==> src/rtl/bto_pkg.sv <==
package bto_pkg;
   localparam int DATA_W     = 32;
   localparam int BIT_MST_BE = 0;
   localparam int BIT_SLV_BE = 1;
   localparam int BIT_AUX    = 2;
   localparam int BIT_TMR_EN = 3;
   localparam int BIT_TSEL   = 4;
   localparam int BIT_IRQ_EN = 6;
   localparam int BIT_STATUS = 7;
   localparam int BIT_SPARE  = 8;
   localparam int BIT_BYPASS = 10;
   localparam int BIT_BUS_EN = 11;
   localparam logic [DATA_W-1:0] STORE_MASK = 32'h0000_0D7F;

   typedef struct packed {
      logic       bus_en;
      logic       bypass;
      logic       spare;
      logic       irq_en;
      logic [1:0] tsel;
      logic       tmr_en;
      logic       aux_en;
      logic       slv_be;
      logic       mst_be;
   } cmd_t;

   typedef enum logic [0:0] {ST_IDLE = 1'b0, ST_WATCH = 1'b1} wstate_t;
endpackage

==> src/rtl/bto_cmd_regs.sv <==
module bto_cmd_regs
   import bto_pkg::*;
#(
   parameter int ADDR_W = 4,
   parameter int AM_W   = 6
) (
   input  logic              clk,
   input  logic              rst_n,
   input  logic              wr,
   input  logic [ADDR_W-1:0] addr,
   input  logic [DATA_W-1:0] wdata,
   input  logic              set_err,
   output cmd_t              cmd,
   output logic              status,
   output logic [DATA_W-1:0] rdata
);
   localparam logic [ADDR_W-1:0] OFS_CMD = ADDR_W'(0);
   localparam logic [ADDR_W-1:0] OFS_AM  = ADDR_W'(4);

   logic [DATA_W-1:0] cmd_q;
   logic [AM_W-1:0]   am_q;
   logic              status_q;
   logic              hit_cmd, hit_am;
   logic              unused_wbits;

   assign hit_cmd = (addr == OFS_CMD);
   assign hit_am  = (addr == OFS_AM);
   assign unused_wbits = ^wdata;

   always_ff @(posedge clk) begin
      if (!rst_n) begin
         cmd_q <= '0;
         am_q  <= '0;
      end else if (wr) begin
         if (hit_cmd) cmd_q <= wdata & STORE_MASK;
         if (hit_am)  am_q  <= wdata[AM_W-1:0];
      end
   end

   always_ff @(posedge clk) begin
      if (!rst_n)                                    status_q <= 1'b0;
      else if (set_err)                              status_q <= 1'b1;
      else if (wr && hit_cmd && wdata[BIT_STATUS])   status_q <= 1'b0;
   end

   always_comb begin
      cmd.mst_be = cmd_q[BIT_MST_BE];
      cmd.slv_be = cmd_q[BIT_SLV_BE];
      cmd.aux_en = cmd_q[BIT_AUX];
      cmd.tmr_en = cmd_q[BIT_TMR_EN];
      cmd.tsel   = cmd_q[BIT_TSEL+1:BIT_TSEL];
      cmd.irq_en = cmd_q[BIT_IRQ_EN];
      cmd.spare  = cmd_q[BIT_SPARE];
      cmd.bypass = cmd_q[BIT_BYPASS];
      cmd.bus_en = cmd_q[BIT_BUS_EN];
   end

   always_comb begin
      rdata = '0;
      if (hit_cmd) begin
         rdata = cmd_q & STORE_MASK;
         rdata[BIT_STATUS] = status_q;
      end else if (hit_am) begin
         rdata[AM_W-1:0] = am_q;
      end
   end

   assign status = status_q;
endmodule

==> src/rtl/bto_limit_sel.sv <==
module bto_limit_sel #(
   parameter int CNT_W = 10,
   parameter int LIM0  = 16,
   parameter int LIM1  = 64,
   parameter int LIM2  = 256,
   parameter int LIM3  = 1000,
   parameter int STYLE = 0
) (
   input  logic [1:0]       sel,
   output logic [CNT_W-1:0] lim_m1
);
   generate
      if (STYLE == 0) begin : g_mux
         always_comb begin
            unique case (sel)
               2'd0:    lim_m1 = CNT_W'(LIM0 - 1);
               2'd1:    lim_m1 = CNT_W'(LIM1 - 1);
               2'd2:    lim_m1 = CNT_W'(LIM2 - 1);
               default: lim_m1 = CNT_W'(LIM3 - 1);
            endcase
         end
      end else begin : g_table
         localparam logic [CNT_W-1:0] LUT [4] = '{
            CNT_W'(LIM0 - 1), CNT_W'(LIM1 - 1), CNT_W'(LIM2 - 1), CNT_W'(LIM3 - 1)};
         assign lim_m1 = LUT[sel];
      end
   endgenerate
endmodule

==> src/rtl/bto_timer.sv <==
module bto_timer
   import bto_pkg::*;
#(
   parameter int CNT_W = 10
) (
   input  logic             clk,
   input  logic             rst_n,
   input  logic             run_en,
   input  logic             cyc_start,
   input  logic             cyc_ack,
   input  logic             us_tick,
   input  logic [CNT_W-1:0] lim_m1,
   output logic             active,
   output logic             hit
);
   wstate_t          state_q;
   logic [CNT_W-1:0] cnt_q;
   logic             at_lim;

   assign at_lim = (cnt_q == lim_m1);
   assign active = (state_q == ST_WATCH);
   assign hit    = run_en && active && !cyc_ack && !cyc_start && us_tick && at_lim;

   always_ff @(posedge clk) begin
      if (!rst_n) begin
         state_q <= ST_IDLE;
         cnt_q   <= '0;
      end else if (!run_en) begin
         state_q <= ST_IDLE;
         cnt_q   <= '0;
      end else if (cyc_ack) begin
         state_q <= ST_IDLE;
      end else if (cyc_start) begin
         state_q <= ST_WATCH;
         cnt_q   <= '0;
      end else if (active && us_tick) begin
         if (at_lim) state_q <= ST_IDLE;
         else        cnt_q   <= cnt_q + 1'b1;
      end
   end
endmodule

==> src/rtl/bto_monitor.sv <==
module bto_monitor
   import bto_pkg::*;
#(
   parameter int ADDR_W    = 4,
   parameter int AM_W      = 6,
   parameter int LIM_16US  = 16,
   parameter int LIM_64US  = 64,
   parameter int LIM_256US = 256,
   parameter int LIM_1MS   = 1000,
   parameter int SEL_STYLE = 0,
   parameter int IRQ_REG   = 0
) (
   input  logic              clk,
   input  logic              rst_n,
   input  logic              reg_wr,
   input  logic [ADDR_W-1:0] reg_addr,
   input  logic [31:0]       reg_wdata,
   output logic [31:0]       reg_rdata,
   input  logic              cyc_start,
   input  logic              cyc_ack,
   input  logic              us_tick,
   output logic              berr_pulse,
   output logic              err_status,
   output logic              irq
);
   localparam int CNT_W = (LIM_1MS > 1) ? $clog2(LIM_1MS) : 1;

   generate
      if (LIM_16US < 1) begin : g_chk_min
         $error("smallest timeout limit must be at least one tick");
      end
      if (!(LIM_16US < LIM_64US && LIM_64US < LIM_256US && LIM_256US < LIM_1MS)) begin : g_chk_order
         $error("timeout limits must rise strictly with the select code");
      end
      if (ADDR_W < 3) begin : g_chk_addr
         $error("address width too small to reach offset 4");
      end
      if (AM_W < 1 || AM_W > 32) begin : g_chk_am
         $error("address-modifier width out of range");
      end
   endgenerate

   cmd_t             cmd;
   logic             hit, tmr_active, berr_q;
   logic             tmr_en, bus_en, irq_en, aux_en;
   logic [CNT_W-1:0] lim_m1;
   logic             unused_cmd;

   assign tmr_en     = cmd.tmr_en;
   assign bus_en     = cmd.bus_en;
   assign irq_en     = cmd.irq_en;
   assign aux_en     = cmd.aux_en;
   assign unused_cmd = ^{cmd.mst_be, cmd.slv_be, cmd.spare, cmd.bypass};

   bto_cmd_regs #(.ADDR_W(ADDR_W), .AM_W(AM_W)) u_regs (
      .clk(clk), .rst_n(rst_n), .wr(reg_wr), .addr(reg_addr), .wdata(reg_wdata),
      .set_err(hit), .cmd(cmd), .status(err_status), .rdata(reg_rdata));

   bto_limit_sel #(.CNT_W(CNT_W), .LIM0(LIM_16US), .LIM1(LIM_64US),
                   .LIM2(LIM_256US), .LIM3(LIM_1MS), .STYLE(SEL_STYLE)) u_lim (
      .sel(cmd.tsel), .lim_m1(lim_m1));

   bto_timer #(.CNT_W(CNT_W)) u_tmr (
      .clk(clk), .rst_n(rst_n), .run_en(tmr_en && bus_en), .cyc_start(cyc_start),
      .cyc_ack(cyc_ack), .us_tick(us_tick), .lim_m1(lim_m1),
      .active(tmr_active), .hit(hit));

   always_ff @(posedge clk) begin
      if (!rst_n) berr_q <= 1'b0;
      else        berr_q <= hit && aux_en;
   end
   assign berr_pulse = berr_q;

   generate
      if (IRQ_REG != 0) begin : g_irq_reg
         logic irq_q;
         always_ff @(posedge clk) begin
            if (!rst_n) irq_q <= 1'b0;
            else        irq_q <= err_status && irq_en;
         end
         assign irq = irq_q;
      end else begin : g_irq_comb
         assign irq = err_status && irq_en;
      end
   endgenerate
endmodule

==> config.mk <==
export PLATFORM = sky130hd
export DESIGN_NAME = bto_monitor
export DESIGN_NICKNAME = d
export VERILOG_FILES = /design/src/rtl/bto_pkg.sv /design/src/rtl/bto_cmd_regs.sv /design/src/rtl/bto_limit_sel.sv /design/src/rtl/bto_timer.sv /design/src/rtl/bto_monitor.sv
export SDC_FILE = /design/constraint.sdc
export NUM_CORES = 1
export LEC_CHECK = 0
export CAP_MARGIN = 10
export CORE_MARGIN = 2
export CORE_UTILIZATION = 44
export CTS_CLUSTER_SIZE = 28
export DETAILED_ROUTE_END_ITERATION = 6
export PLACE_DENSITY_LB_ADDON = 0.12
export SLEW_MARGIN = 20
export SYNTH_ARGS = -nofsm -noshare
export SYNTH_HDL_FRONTEND = slang
export SYNTH_HIERARCHICAL = 1
export SYNTH_SLANG_ARGS = --single-unit
==> constraint.sdc <==
create_clock -name clk -period 2.85 [get_ports clk]
set_input_delay 0.4275 -clock clk [delete_from_list [all_inputs] [get_ports clk]]
set_output_delay 0.4275 -clock clk [all_outputs]
set_load 0.005 [all_outputs]
-- Word-level counts from Yosys, hierarchy flattened
Cells that the tools add are included.
- flip-flop bits (word level): 29
- latch bits: 0
- memory bits (writable): 0
- bits in read-only memories: 0
- bits of input ports: 42
- output and inout bits: 35
- memories: 0
- $add $sub $neg: 1
- $mul: 0
- divide/modulo/power cells: 0
- magnitude comparators: 0
- equality and inequality tests: 5
- shift-type cells: 0
- mux-type cells: 12
- bitwise gates (word level): 3
- reduce and logical (&&, ||, !) cells: 24
- operator list (operator ; number):
    10-bit 2-to-1 mux ; 3
    10-bit one-hot mux with 3 select lines ; 1
    6-bit 2-to-1 mux ; 3
    1-bit logical AND ; 11
    10-bit by 1-bit adder with 10-bit output, second input constant ; 1
    10-bit == test ; 1
    2-bit AND reduction ; 4
    2-bit nonzero test ; 3
    1-bit 2-to-1 mux ; 5
    4-bit by 3-bit == test with 1-bit output, second input constant ; 1
    4-bit zero test ; 1
    1-bit NOT ; 3
    3-bit AND reduction ; 1
    3-bit OR reduction ; 1
    2-bit by 1-bit == test with 1-bit output, second input constant ; 1
    2-bit == test, second input constant ; 1
    1-bit zero test ; 2
    2-bit zero test ; 1
    2-bit != test, second input constant ; 1

-- Logic depth before layout (Yosys ltp)
- depth in word-level cells: 7
- mapped depth: 10
- gate-level depth less buffers: 9

-- Cells and area by module
The synthesis kept the hierarchy.
- modules (own cells, without submodules) (module ; times used ; cells an instance ; area each (um^2) ; sequential area each (um^2)):
    bto_cmd_regs ; 1 ; 112 ; 1033.5 ; 340.3
    bto_timer ; 1 ; 91 ; 783.3 ; 220.2
    bto_limit_sel ; 1 ; 15 ; 112.6 ; 0.0
    bto_monitor ; 1 ; 4 ; 38.8 ; 20.0

-- Worst setup path before layout
OpenSTA, ideal clock, no wires.
- path kind: register to register
- start: register u_regs.cmd_q[4]
- end: register u_tmr.cnt_q[8]
- data arrival time: 2.070 ns
- required time: 2.780 ns
- slack: 0.709 ns
- cell stages (with the launch flop): 10
- path buffers: 1
- path through: dfxtp_1 > inv_1 > ha_1 > or2_1 > buf_4 > xnor2_1 > nand4_2 > o31ai_4 > or4_2 > a21oi_2
- word-level cells in the longest chain between the ends: 5
- ends and longest elaborated chain (item ; RTL line ; source):
    from (decl) ; bto_cmd_regs.sv:20 ; logic [DATA_W-1:0] cmd_q;
    from (signal assigned) ; bto_cmd_regs.sv:35 ; if (hit_cmd) cmd_q <= wdata & STORE_MASK;
    2-bit == test, or another cell as far along ; bto_limit_sel.sv:15 ; unique case (sel)
    10-bit one-hot mux with 3 select lines (*) ; bto_limit_sel.sv:15 ;
    net lim_m1[6] ; bto_monitor.sv:46 ; logic [CNT_W-1:0] lim_m1;
    10-bit == test (*) ; bto_timer.sv:20 ; assign at_lim = (cnt_q == lim_m1);
    2-bit != test (no source line) (*) ; -- ;
    3-bit AND reduction (no source line) (*) ; -- ;
    to (signal assigned) ; bto_timer.sv:38 ; else cnt_q <= cnt_q + 1'b1;
    to (decl) ; bto_timer.sv:17 ; logic [CNT_W-1:0] cnt_q;
The timed path passes the listed nets; every way through them passes the cells marked *.
A chain may end at the register's enable or synchronous reset.

-- Worst setup path in the final report
- start: input port reg_addr[3]
- end: output port reg_rdata[2]
- word-level cells in the longest chain between the ends: 3
- ends and longest elaborated chain (item ; RTL line ; source):
    from (decl) ; bto_monitor.sv:16 ; input logic [ADDR_W-1:0] reg_addr,
    4-bit by 3-bit == test with 1-bit output ; bto_cmd_regs.sv:27 ; assign hit_am = (addr == OFS_AM);
    6-bit 2-to-1 mux ; bto_cmd_regs.sv:63 ; end else if (hit_am) begin
    6-bit 2-to-1 mux (*) ; bto_cmd_regs.sv:60 ; if (hit_cmd) begin
    to (decl) ; bto_monitor.sv:18 ; output logic [31:0] reg_rdata,
Mark *: on every way between the ends. The rest lies on a longest branch, timed or not.

==> results_dict.tcl <==
set metrics [dict create \
    fp-row-count 24 \
    fin_crit_sh_pct 87.4 \
    min_to "u_regs/cmd_q[8]" \
    syn_area_sq_mm 0.00197 \
    final_cell_mix "clkdlybuf4s50_1, nand2_1, dfxtp_1" \
    cts_tree "done" \
    post-route-min-period_ns 2.49 \
    synth_compound_area_share_pct 11.4 \
    grt_usage_pct 16.5 \
    fin_util_pct 54.8 \
    design_area_sq_mm 0.00237 \
    grt_pass1_vias 1452 \
    remaining_drc_errors 0 \
    hold_class "reg -> reg" \
    setup_viol 0 \
    rr_worst_depth 8 \
    cts_setup_buffers 0 \
    clkLatencyLatePin_ns 0.28 \
    fmax_mhz 402 \
    synth-seq-cells 29 \
    r2r-end "u_regs/status" \
    power_density_mw_per_mm2 404 \
    ys_types 42 \
    drt-pass1-iter-count 4 \
    start_util_pct 45.5 \
    portBuffers 34 \
    globalplace.congestion 0.781 \
    rsz0062_at_grt "no" \
    gr-total-overflow 0 \
    synthFlopType "dfxtp_1" \
    synth_xor_area_share_pct 4.45 \
    grt_pass1_wl_um 6560 \
    drive_above_1_share_pct 17.8 \
    grt_max_degree 30 \
    use_met1_pct 20.4 \
    synthArstFlopShare_pct 0 \
    muxShareOfSynthArea_pct 11.2 \
    path_class "in -> out" \
    leakage_uw 0.000965 \
    required_ns 2.42 \
    vias_per_cell 4.83 \
    tns_ns 0 \
    drv_cap 0 \
    htreeDepth 2 \
    wl_per_cell_um 12.5 \
    final_common_cell "clkdlybuf4s50_1" \
    cts_buffer_depth 2 \
    drtIter0Drc 27 \
    cp-end-kind "primary output" \
    hold_viol_final 0 \
    synth_warnings 6 \
    syn_inst 222 \
    cp_max_fo 6 \
    critPathMaxStageDelay_ns 0.53 \
    cts.sinks 29 \
    die_x_um 70.9 \
    cts_root_buf "clkbuf_8" \
    avgSynthCellArea_sq_um 8.87 \
    cts_made_buffers 5 \
    ir_worst_vdd_uv 237 \
    drtAntennaViolNets 0 \
    area_delta_synth_final_pct 20.3 \
    pre_cts_ws_ns 0.334 \
    hp-start "u_regs/cmd_q[8]" \
    cpMostUsedCell "clkdlybuf4s50_1" \
    worstPathCellList "clkdlybuf4s50_1 > or3_1 > nor2_2 > clkdlybuf4s50_1" \
    worst_pin_slew_ns 0.589 \
    antenna_found_initial 0 \
    start_kind "input port" \
    ios 77 \
    vias 1497 \
    use_met2_pct 26.4 \
    drv_slew 0 \
    maxSlewHeadroom_pct 60.6 \
    synth_edf_count 0 \
    yosys.area_share.simple_pct 25.4 \
    synth_adder_area_share_pct 3.18 \
    nets 304 \
    path_depth 4 \
    holdBufCountCts 0 \
    dieArea_sq_mm 0.00502 \
    antenna_cells 0 \
    post_cts_resized 0 \
    r2r-start "u_regs/cmd_q[4]" \
    whs_path_depth 2 \
    ys_seq_area_share_pct 29.5 \
    clk_pin_slew_ns 0.07 \
    synth_top_family_by_area "simple AND/OR/NAND/NOR gates" \
    outcome "finished clean" \
    grt.busiest_layer "met2" \
    cpMaxStageDelayCell "or3_1" \
    arrival_ns 2.06 \
    crit_family "buffers and inverters" \
    core_sq_mm 0.00432 \
    die_h_um 70.9 \
    worst_slack_ns 0.360 \
    post-dp-hpwl_um 2900 \
    finClkSkew_ns 0.00714 \
    place_area_sq_mm 0.00225 \
    totalWireLength_um 3870 \
    grt_use_met3_pct 4.42 \
    reg2reg_slack_ns 0.50 \
    path_buf_inv 2 \
]
==> state kept, by name (all words and copies together) (netlist names) <==
| signal | count |
|---|---|
| u_tmr/cnt_q | 10 |
| berr_pulse | 1 |
| u_regs/cmd_q | 10 |
| u_regs/status | 1 |
| u_regs/am_q | 6 |
| u_tmr/active | 1 |
==> per-layer routing <==
| layer | vias up | share of wire, % |
|---|---|---|
| li1 | 778 | - |
| met1 | 685 | 47 |
| met2 | 26 | 47 |
| met3 | 8 | 3.8 |
| met4 | 0 | 1.4 |
| met5 | - | 0 |
==> worst register-to-register path: stages, from the launching register on <==
cell      delay, ns
dfxtp_1        0.40
inv_1          0.09
ha_1           0.30
xor2_1         0.15
or4_4          0.47
nor3_1         0.33
and3_1         0.27
nand2b_1       0.12
o221a_1        0.16
==> stage by stage <==
| step | cells | hold WS (ns) | power, uW |
|---|---|---|---|
| global placement | 302 | 0.444 | 517 |
| global route | 310 | 0.487 | 1000 |
| detailed placement | 302 | 0.449 | 517 |
| floorplan | 244 | 0.433 | 497 |
| CTS | 310 | 0.459 | 968 |
| finish | 310 | 0.458 | 957 |
==> how the worst max path moves through the flow <==
stage	startpoint	end	slack, ns
3_5_place_dp	cyc_start	u_regs/status	0.33
4_1_cts	reg_addr[3]	reg_rdata[2]	0.35
6_report	reg_addr[3]	reg_rdata[2]	0.36
2_1_floorplan	u_regs/cmd_q[4]	u_tmr/cnt_q[8]	0.71
5_1_grt	reg_addr[3]	reg_rdata[11]	0.27
3_3_place_gp	cyc_start	u_regs/status	0.33
==> cell families (layout without fill, tap and decap cells) <==
logic type / Yosys count / in the layout
buffers and inverters: 41 / 55
other: 2 / 24
multiplexers: 22 / 22
adder cells (fa/ha/maj): 5 / 5
AND/OR/NAND/NOR: 86 / 86
AO/OA/AOI/OAI: 27 / 27
flip-flops: 29 / 29
XOR/XNOR: 10 / 10
==> report_power, final <==
part | internal [uW] | switching (uW)
clock | 284 | 165
combinational | 48.0 | 49.7
sequential | 408 | 1.77
==> cell type report <==
cell class	instances	area [sq um]
Clock inverter	2	37.5
Tap cell	52	65.1
Multi-Input combinational cell	174	1180
Inverter	5	18.8
Clock buffer	6	82.6
Sequential cell	29	581
Timing Repair Buffer	42	400
Fill cell	408	1960
==> cells in the mapped netlist, drive strengths merged (2+ instances only) <==
cell type / n / area share [%]
and2: 7 / 2.2
a21oi: 9 / 3.8
o21ai: 9 / 2.9
nand3: 6 / 2.0
xnor2: 7 / 3.1
mux2i: 22 / 11
xor2: 3 / 1.3
or4: 5 / 2.2
nand2: 33 / 6.3
clkbuf: 2 / 0.38
conb: 2 / 0.38
o31ai: 3 / 2.5
a31oi: 5 / 1.6
and3: 2 / 0.64
inv: 5 / 0.95
ha: 5 / 3.2
buf: 34 / 13
or3b: 3 / 1.3
or3: 3 / 0.95
nand4: 3 / 1.3
dfxtp: 29 / 29
nor2: 16 / 4.3
nor3: 3 / 0.76
No activity file was read; power rests on OpenSTA's default activity.
